**src/rtl/rx_pkg.sv**
```systemverilog
package rx_pkg;

  typedef enum logic [2:0] {
    ST_IDLE,
    ST_START,
    ST_DATA,
    ST_PARITY,
    ST_STOP
  } rxState_t;

  // Strobes from the sequencer to the datapath, each one cycle wide
  typedef struct packed {
    logic clearAcc;    // start bit accepted: reset accumulators
    logic takeData;    // sample a data bit now
    logic takeParity;  // sample the parity bit now
    logic finish;      // sample the stop bit and commit the character
  } rxStb_t;

endpackage

```
**src/rtl/rx_ctrl.sv**
```systemverilog
module rx_ctrl
  import rx_pkg::*;
#(
  parameter int OVS      = 16,
  parameter int MAX_BITS = 8
) (
  input  logic       clk,
  input  logic       rstN,
  input  logic       tickEn,
  input  logic       serialIn,
  input  logic [1:0] wordLen,
  input  logic       parityOn,
  output rxStb_t     stb
);

  localparam int CNT_W = $clog2(OVS);
  localparam int IDX_W = $clog2(MAX_BITS);
  localparam int HALF  = OVS / 2;

  rxState_t          state;
  logic [CNT_W-1:0]  tickCnt;
  logic [IDX_W-1:0]  bitIdx;
  logic [IDX_W-1:0]  lastIdx;
  logic              midStart;
  logic              fullBit;

  assign lastIdx  = IDX_W'(MAX_BITS - 4) + IDX_W'(wordLen);
  assign midStart = (tickCnt == CNT_W'(HALF - 1));
  assign fullBit  = (tickCnt == CNT_W'(OVS - 1));

  always_ff @(posedge clk or negedge rstN) begin
    if (!rstN) begin
      state   <= ST_IDLE;
      tickCnt <= '0;
      bitIdx  <= '0;
    end else if (tickEn) begin
      case (state)
        ST_IDLE: begin
          tickCnt <= '0;
          if (!serialIn) state <= ST_START;
        end
        ST_START: begin
          if (midStart) begin
            tickCnt <= '0;
            bitIdx  <= '0;
            state   <= serialIn ? ST_IDLE : ST_DATA;
          end else begin
            tickCnt <= tickCnt + 1'b1;
          end
        end
        ST_DATA: begin
          if (fullBit) begin
            tickCnt <= '0;
            if (bitIdx == lastIdx) state <= parityOn ? ST_PARITY : ST_STOP;
            else                   bitIdx <= bitIdx + 1'b1;
          end else begin
            tickCnt <= tickCnt + 1'b1;
          end
        end
        ST_PARITY: begin
          if (fullBit) begin
            tickCnt <= '0;
            state   <= ST_STOP;
          end else begin
            tickCnt <= tickCnt + 1'b1;
          end
        end
        ST_STOP: begin
          if (fullBit) begin
            tickCnt <= '0;
            state   <= ST_IDLE;
          end else begin
            tickCnt <= tickCnt + 1'b1;
          end
        end
        default: state <= ST_IDLE;
      endcase
    end
  end

  always_comb begin
    stb            = '0;
    stb.clearAcc   = tickEn && (state == ST_START) && midStart && !serialIn;
    stb.takeData   = tickEn && (state == ST_DATA) && fullBit;
    stb.takeParity = tickEn && (state == ST_PARITY) && fullBit;
    stb.finish     = tickEn && (state == ST_STOP) && fullBit;
  end

endmodule

```
**src/rtl/rx_datapath.sv**
```systemverilog
module rx_datapath
  import rx_pkg::*;
#(
  parameter int MAX_BITS = 8
) (
  input  logic                clk,
  input  logic                rstN,
  input  logic                serialIn,
  input  rxStb_t              stb,
  input  logic [1:0]          wordLen,
  input  logic                parityOn,
  input  logic                parityEven,
  input  logic                rdStrobe,
  input  logic                errClear,
  output logic [MAX_BITS-1:0] rxData,
  output logic                dataReady,
  output logic                overrunErr,
  output logic                parityErr,
  output logic                framingErr,
  output logic                breakInt
);

  localparam int IDX_W = $clog2(MAX_BITS);

  logic [MAX_BITS-1:0] shiftReg;
  logic                parAcc;
  logic                anyHigh;
  logic [IDX_W-1:0]    shiftAmt;
  logic [MAX_BITS-1:0] aligned;
  logic                parityBad;
  logic                stopLow;
  logic                lineBreak;
  logic                overrunNow;

  // Bits enter at the top; shorter words are moved down to bit 0
  assign shiftAmt   = IDX_W'(3) - IDX_W'(wordLen);
  assign aligned    = shiftReg >> shiftAmt;
  assign parityBad  = parityOn && (parAcc == parityEven);
  assign stopLow    = !serialIn;
  assign lineBreak  = stopLow && !anyHigh;
  assign overrunNow = dataReady && !rdStrobe;

  always_ff @(posedge clk or negedge rstN) begin
    if (!rstN) begin
      shiftReg <= '0;
      parAcc   <= 1'b0;
      anyHigh  <= 1'b0;
    end else if (stb.clearAcc) begin
      shiftReg <= '0;
      parAcc   <= 1'b0;
      anyHigh  <= 1'b0;
    end else if (stb.takeData) begin
      shiftReg <= {serialIn, shiftReg[MAX_BITS-1:1]};
      parAcc   <= parAcc ^ serialIn;
      anyHigh  <= anyHigh | serialIn;
    end else if (stb.takeParity) begin
      parAcc   <= parAcc ^ serialIn;
      anyHigh  <= anyHigh | serialIn;
    end
  end

  always_ff @(posedge clk or negedge rstN) begin
    if (!rstN) begin
      rxData     <= '0;
      dataReady  <= 1'b0;
      overrunErr <= 1'b0;
      parityErr  <= 1'b0;
      framingErr <= 1'b0;
      breakInt   <= 1'b0;
    end else begin
      if (stb.finish) begin
        rxData    <= aligned;
        dataReady <= 1'b1;
      end else if (rdStrobe) begin
        dataReady <= 1'b0;
      end
      overrunErr <= (stb.finish && overrunNow) || (overrunErr && !errClear);
      parityErr  <= (stb.finish && parityBad)  || (parityErr  && !errClear);
      framingErr <= (stb.finish && stopLow)    || (framingErr && !errClear);
      breakInt   <= (stb.finish && lineBreak)  || (breakInt   && !errClear);
    end
  end

endmodule

```
**src/rtl/uart_rx_core.sv**
```systemverilog
module uart_rx_core
  import rx_pkg::*;
#(
  parameter int OVS      = 16,
  parameter int MAX_BITS = 8
) (
  input  logic                clk,
  input  logic                rstN,
  input  logic                tickEn,
  input  logic                serialIn,
  input  logic [1:0]          wordLen,
  input  logic                parityOn,
  input  logic                parityEven,
  input  logic                rdStrobe,
  input  logic                errClear,
  output logic [MAX_BITS-1:0] rxData,
  output logic                dataReady,
  output logic                overrunErr,
  output logic                parityErr,
  output logic                framingErr,
  output logic                breakInt
);

  rxStb_t ctlStb;
  logic   charDone;

  assign charDone = ctlStb.finish;

  rx_ctrl #(.OVS(OVS), .MAX_BITS(MAX_BITS)) u_ctrl (
    .clk      (clk),
    .rstN     (rstN),
    .tickEn   (tickEn),
    .serialIn (serialIn),
    .wordLen  (wordLen),
    .parityOn (parityOn),
    .stb      (ctlStb)
  );

  rx_datapath #(.MAX_BITS(MAX_BITS)) u_dp (
    .clk        (clk),
    .rstN       (rstN),
    .serialIn   (serialIn),
    .stb        (ctlStb),
    .wordLen    (wordLen),
    .parityOn   (parityOn),
    .parityEven (parityEven),
    .rdStrobe   (rdStrobe),
    .errClear   (errClear),
    .rxData     (rxData),
    .dataReady  (dataReady),
    .overrunErr (overrunErr),
    .parityErr  (parityErr),
    .framingErr (framingErr),
    .breakInt   (breakInt)
  );

endmodule

```
**config.mk**
```make
export PLATFORM = sky130hd
export DESIGN_NAME = uart_rx_core
export DESIGN_NICKNAME = d
export VERILOG_FILES = /design/src/rtl/rx_pkg.sv /design/src/rtl/rx_ctrl.sv /design/src/rtl/rx_datapath.sv /design/src/rtl/uart_rx_core.sv
export SDC_FILE = /design/constraint.sdc
export NUM_CORES = 1
export LEC_CHECK = 0
export ABC_AREA = 1
export ABC_CLOCK_PERIOD_IN_PS = 1950
export BUFFER_PORTS_ARGS = -buffer_cell sky130_fd_sc_hd__buf_2
export CAP_MARGIN = 20
export CORE_MARGIN = 5
export CORE_UTILIZATION = 51
export DETAILED_ROUTE_END_ITERATION = 16
export PLACE_DENSITY = 0.79
export SYNTH_ARGS = -nofsm -noshare
export SYNTH_HDL_FRONTEND = slang
export SYNTH_HIERARCHICAL = 1
export SYNTH_SLANG_ARGS = --single-unit
```
**constraint.sdc**
```tcl
create_clock -name clk -period 1.95 [get_ports clk]
set_input_delay 0.0975 -clock clk [delete_from_list [all_inputs] [get_ports clk]]
set_output_delay 0.0975 -clock clk [all_outputs]
set_load 0.01 [all_outputs]
```
==> out/metrics.yaml, run 1 <==
htreeDepth: 2
final_common_cell: "nand2_1"
ys_seq_area_share_pct: 44.8
design_area_um2: 2100
cts_tree: "built"
finalHoldViolCount: 0
core_area_um2: 3420
setup_viol: 0
holdPathEnd: "u_dp/dataReady$_DFFE_PN0P_"
die_x_um: 70.1
routed_wl_um: 3660
synth.distinct_cells: 29
grt_pass1_vias: 1502
ff2ff_setup_slack_ns: 0.27
critPathTopFamily: "simple AND/OR/NAND/NOR gates"
worst_pin_slew_ns: 0.720
r2r_start: "u_ctrl/tickCnt[0]$_DFFE_PN0P_"
synth_top_area_cell: "dfrtp_1"
pwr_density_cell_nw_per_um2: 844
most-common-layout-cells: "97 x nand2_1, 33 x dfrtp_1, 26 x nand3_1, 22 x buf_2, 22 x inv_1"
clk_latency_ns: 0.33
grt_pass1_wl_um: 6510
whs_path_depth: 4
p_leak_nw: 1.17
cp-end-kind: "flip-flop"
antenna_found_initial: 0
finalMaxSlewViolations: 0
fin_tns_setup_ns: 0
min-delay-path-class: "in -> reg"
place_area_um2: 2000
ir_drop_mv: 0.667
cpPeakStageDelay_ns: 0.40
drive_gt1_share_pct: 22.0
synthCells: 247
cts_buffers: 5
slew_headroom_pct: 52.0
synth_nets: 259
post_drt_wl_per_cell_um: 11.3
crit_buf_inv: 1
netlist_area_um2: 1840
drc: 0
r2r-end: "u_dp/rxData[5]$_DFFE_PN0P_"
rsz0062_at_grt: "no"
die_area_um2: 4920
gp_congestion: 0.756
vias: 1608
clkSinkCount: 33
row_count: 21
overflow: 0
cp.required_ns: 2.22
nFillCells: 325
ioPinCount: 23
status: "complete, no violations"
cts.clk_slew.worst_paths_ns: 0.10
multi_input_area_um2: 878
max_cap_viol_count: 0
skew_ns: 0.0103
vias_per_cell: 4.98
dr.pass1.iters: 4
yosys.area.top_type_share_pct: 44.8
crit_type: "reg -> reg"
crit_path_max_fanout: 11
drtIter0Drc: 109
track_usage_pct: 16.2
dp_hpwl_um: 2760
grt_max_degree: 34
slowest_stage: "dfrtp_1"
port-buffer-count: 22
seq_area_um2: 826
cts_root_buf: "clkbuf_4"
ys_seq_elements: 33
fmax_mhz: 595
antenna_left: 0
fin_crit_sh_pct: 86.2
total_power_mw: 1.77
rr_worst_depth: 9
synth_area_per_cell_um2: 7.47
path_cells: "ha_1 > nand2_1 > nor2_1 > nand2_1 > nor2_2 > inv_2 > nor2_4 > nand3_1 > nand3_1"
cp.depth: 9
die_y_um: 70.1
hold_start: "rdStrobe"
fin_nets: 288
synth_area_leaders: "dfrtp_1 45%, nand2_1 20%, nand3_1 7.1%, inv_1 4.5%, nor2_4 3.1%"
syn_to_final_growth_pct: 13.9
cp.arrival_ns: 1.95
period_minus_slack_ns: 1.68
ys_warn_count: 6
cp-start-kind: "flip-flop"
cts_buffer_depth: 2
antennaDiodeCount: 0
start_util_pct: 54.0
## timing repair
| action | in CTS | in global routing |
|---|---|---|
| gates resized for setup | 0 | 1 |
| hold buffers | 1 | 0 |
| endpoints found under the hold margin | 33 | 0 |
| setup buffers | 0 | 0 |
| setup endpoints to repair | 0 | 6 |
## registers in the layout, summed over array words and instances (netlist names)
signal / count
u_ctrl/bitIdx: 3
u_ctrl/state: 3
u_ctrl/tickCnt: 4
u_dp/anyHigh: 1
u_dp/breakInt: 1
u_dp/dataReady: 1
u_dp/framingErr: 1
u_dp/overrunErr: 1
u_dp/parAcc: 1
u_dp/parityErr: 1
u_dp/rxData: 8
u_dp/shiftReg: 8
## worst max path at each step
stage | slack, ns | endpoint | start
finish | 0.27 | u_dp/rxData[5]$_DFFE_PN0P_ | u_ctrl/tickCnt[0]$_DFFE_PN0P_
global placement | 0.27 | u_dp/rxData[5]$_DFFE_PN0P_ | u_ctrl/tickCnt[0]$_DFFE_PN0P_
floorplan | 0.11 | u_dp/parAcc$_DFFE_PN0P_ | u_ctrl/state[2]$_DFFE_PN0P_
global route | 0.04 | u_dp/rxData[5]$_DFFE_PN0P_ | u_ctrl/tickCnt[0]$_DFFE_PN0P_
CTS | 0.17 | u_dp/rxData[5]$_DFFE_PN0P_ | u_ctrl/tickCnt[0]$_DFFE_PN0P_
detailed placement | 0.19 | u_dp/rxData[5]$_DFFE_PN0P_ | u_ctrl/tickCnt[0]$_DFFE_PN0P_
## power by group
part	leakage (nW)	total (mW)	internal [mW]	switching (mW)
logic	0.664	0.464	0.152	0.312
registers	0.456	0.780	0.727	0.0528
clock network	0.0455	0.531	0.306	0.224
## cells by family after synthesis
group / count (synthesis) / share of synthesized area (%)
buffers and inverters: 34 / 7.73
XOR/XNOR: 2 / 0.950
adder cells (fa/ha/maj): 2 / 1.36
flip-flops: 33 / 44.8
AND/OR/NAND/NOR: 159 / 39.7
AO/OA/AOI/OAI: 17 / 5.50
## worst min-delay path: stages
cell and delay (ns):
buf_2 0.07, inv_1 0.03, nand2_1 0.06, nand2_1 0.05
## per-layer routing
metal  vias to the layer above  wire length [um]  GRT usage, %
met5                         -                 0             0
met4                         0                27          7.23
met3                         4               229          4.02
met2                        51              1760          27.2
li1                        833                 -             -
met1                       720              1640          19.7
## cell usage after synthesis
library cell and count:
nand2_2 6, nor2_4 5, nor2_1 14, o21ai_0 2
ha_1 2, buf_6 1, buf_4 1, nor2_2 3
nand3_2 1, nand4_1 1, dfrtp_1 33, nand3_4 1
nand2_4 2, xnor2_1 1, inv_1 22, nand3_1 26
a22o_1 1, inv_4 1, nand2_1 97, o22ai_1 2
inv_2 8, nor3_1 2, buf_2 1, o21ai_2 2
or2_1 1, o21ai_1 8, a21oi_1 1, xor2_1 1
o21a_1 1
## area by class of cell
cell class,instances,area share [%]
clock inverter,1,1.43
tap,46,2.74
inverter,31,5.66
clock buffer,7,2.62
multi-input combinational,180,41.8
timing repair buffer,25,6.43
sequential,33,39.3
## per-stage QoR
| step | hold slack [ns] | instances | utilization [%] | setup WS (ns) |
|---|---|---|---|---|
| final | 0.0182 | 323 | 61.5 | 0.269 |
| after global routing | 0.0434 | 323 | 61.5 | 0.0400 |
| after CTS | 0.0199 | 323 | 61.4 | 0.165 |
| after detailed placement | 0.193 | 314 | 58.6 | 0.187 |
| after global placement | 0.192 | 314 | 58.6 | 0.268 |
| after floorplan | -0.198 | 247 | - | 0.105 |
(Power assumes the default switching activity.)
==> run 2: changes to the inputs <==
CORE_UTILIZATION = 54   (was 51)
CTS_BUF_LIST = sky130_fd_sc_hd__clkbuf_8   (was not set)
PLACE_DENSITY = 0.87   (was 0.79)
==> run 2 against run 1 <==
Compared with the run above:
- combinational power shrank 0.9%
- utilization up 2.9 points
- cell count did not move
- fmax is 2.1% lower
- hold slack improved by 0.039 ns
- setup slack got worse by 0.037 ns
- clock power increased by 25%
- die area shrank 4.8%
- highest routed layer unchanged
==> out/metrics.yaml, run 2 (synthesis gave the netlist of run 1 again) <==
worst_path_most_repeated_cell: "nand2_1"
cp.required_ns: 2.13  # -0.09 ns
cp.arrival_ns: 1.90  # -0.05 ns
vias_per_cell: 5.03  # +1.1%
cts_buffers: 5  # unchanged
period_minus_slack_ns: 1.72  # +0.0369 ns
track_usage_pct: 18.7  # +2.4 points
cts_tree: "built"
final_core_utilization_pct: 64.4  # +2.9 points
vias: 1625  # +1.1%
slowest_stage: "dfrtp_1"
cp-end-kind: "flip-flop"
fin_tns_setup_ns: 0  # unchanged
max_cap_viol_count: 0  # unchanged
drc: 0  # unchanged
grt_pass1_vias: 1528  # +1.7%
final_common_cell: "nand2_1"
cpPeakStageDelay_ns: 0.46  # +0.06 ns
core_area_um2: 3310  # -3.1%
ff2ff_setup_slack_ns: 0.23  # -0.04 ns
routed_wl_um: 3700  # +1.3%
path_cells: "inv_2 > nand3_1 > or2_1 > nor3_1 > buf_4 > nor2_4 > nand2_1 > nand2_1"
cts_buffer_depth: 2  # unchanged
reg_top3: "u_dp/rxData (8), u_dp/shiftReg (8), u_ctrl/tickCnt (4)"
cts.clk_slew.worst_paths_ns: 0.07  # -0.03 ns
grt_pass1_wl_um: 6470  # -0.74%
overflow: 0  # unchanged
status: "complete, no violations"
clkSinkCount: 33  # unchanged
fin_nets: 288  # unchanged
grt_max_degree: 34  # unchanged
dp_hpwl_um: 2720  # -1.5%
finalHoldViolCount: 0  # unchanged
antennaDiodeCount: 0  # unchanged
most-common-layout-cells: "97 x nand2_1, 33 x dfrtp_1, 26 x nand3_1, 23 x inv_1, 22 x buf_2"
ir_drop_mv: 0.579  # -13%
drive_gt1_share_pct: 22.0  # unchanged
drtIter0Drc: 74  # -32%
dr.pass1.iters: 4  # unchanged
antenna_left: 0  # unchanged
htreeDepth: 2  # unchanged
die_area_um2: 4680  # -4.8%
gp_congestion: 0.876  # +16%
slew_headroom_pct: 53.1  # +1.1 points
numPlacedInstances: 314  # unchanged
ioPinCount: 23  # unchanged
rsz0062_at_grt: "no"
pwr_density_cell_nw_per_um2: 893  # +5.7%
finalMaxSlewViolations: 0  # unchanged
row_count: 21  # unchanged
fmax_mhz: 582  # -2.1%
die_x_um: 68.4  # -2.4%
port-buffer-count: 22  # unchanged
startpoint: "u_ctrl/state[2]$_DFFE_PN0P_"
crit_type: "reg -> reg"
crit_path_max_fanout: 7  # -4
worst_pin_slew_ns: 0.704  # -0.0166 ns
total_power_mw: 1.90  # +7.3%
post_drt_wl_per_cell_um: 11.5  # +1.3%
skew_ns: 0.00329  # -0.00704 ns
die_y_um: 68.4  # -2.4%
setup_viol: 0  # unchanged
p_leak_nw: 1.18  # +1.5%
min-delay-path-class: "in -> reg"
fin_crit_sh_pct: 88.1  # +1.9 points
hold_start: "rdStrobe"
fin_cells: 323  # unchanged
cp-start-kind: "flip-flop"
cts_root_buf: "clkbuf_8"
clk_latency_ns: 0.29  # -0.04 ns
r2r_start: "u_ctrl/state[2]$_DFFE_PN0P_"
antenna_found_initial: 0  # unchanged
syn_to_final_growth_pct: 15.6
start_util_pct: 55.7  # +1.7 points
==> run 2: cell types whose count changed in the layout (fill, tap and decap cells not counted), sizes merged <==
| cell | previous run | this run |
|---|---|---|
| inv | 31 | 32 |
| clkbuf | 7 | 6 |
==> run 2: area by class of cell <==
class	count	area, um2
fill	287	1180
timing repair buffer	25	135
clock buffer	6	82.6
sequential	33	826
clock inverter	2	33.8
multi-input combinational	180	878
tap	46	57.6
inverter	31	119
==> run 2: path summary, 6_finish.rpt <==
kind	endpoint	cells past startpoint
hold / removal	u_dp/dataReady$_DFFE_PN0P_	4
hold reg to reg	u_dp/parityErr$_DFF_PN0_	2
setup / recovery	u_dp/shiftReg[6]$_DFFE_PN0P_	8
setup reg to reg	u_dp/shiftReg[6]$_DFFE_PN0P_	8
min in group asynchronous	u_dp/rxData[5]$_DFFE_PN0P_	2
max in group asynchronous	u_dp/shiftReg[1]$_DFFE_PN0P_	2
==> run 2: critical path: cells and delay by family, from the launching register on <==
family                 cells  cell delay (ns)
DFF                        1             0.46
buffers and inverters      2             0.34
and+or+nand+nor            6             0.82
==> run 2: where the power goes <==
group	switching, mW	total [mW]	internal (mW)
Clock	0.252	0.663	0.411
Combinational	0.309	0.460	0.151
Sequential	0.0530	0.781	0.728
==> run 2: what timing repair did <==
| action | CTS | global route |
|---|---|---|
| gates resized for setup | 0 | 1 |
| buffers inserted | 0 | 0 |
| hold buffers | 1 | 0 |
| hold endpoints to repair | 33 | 0 |
| setup endpoints to repair | 0 | 6 |
==> run 2: stage by stage <==
step | cell area [um2] | hold WS, ns | setup WS (ns)
after CTS | 2130 | 0.0481 | 0.128
after detailed placement | 2000 | 0.193 | 0.148
final | 2130 | 0.0570 | 0.232
after floorplan | 1840 | -0.198 | 0.105
after global routing | 2130 | 0.0632 | 0.0155
after global placement | 2000 | 0.186 | 0.259
==> run 2: routing by layer <==
metal	vias up	track usage [%]	part of all wire [%]
met2	45	33.4	50
met1	745	20.8	42
met4	0	8.19	1.8
met5	-	0	0
met3	8	4.43	6.2
li1	827	-	-
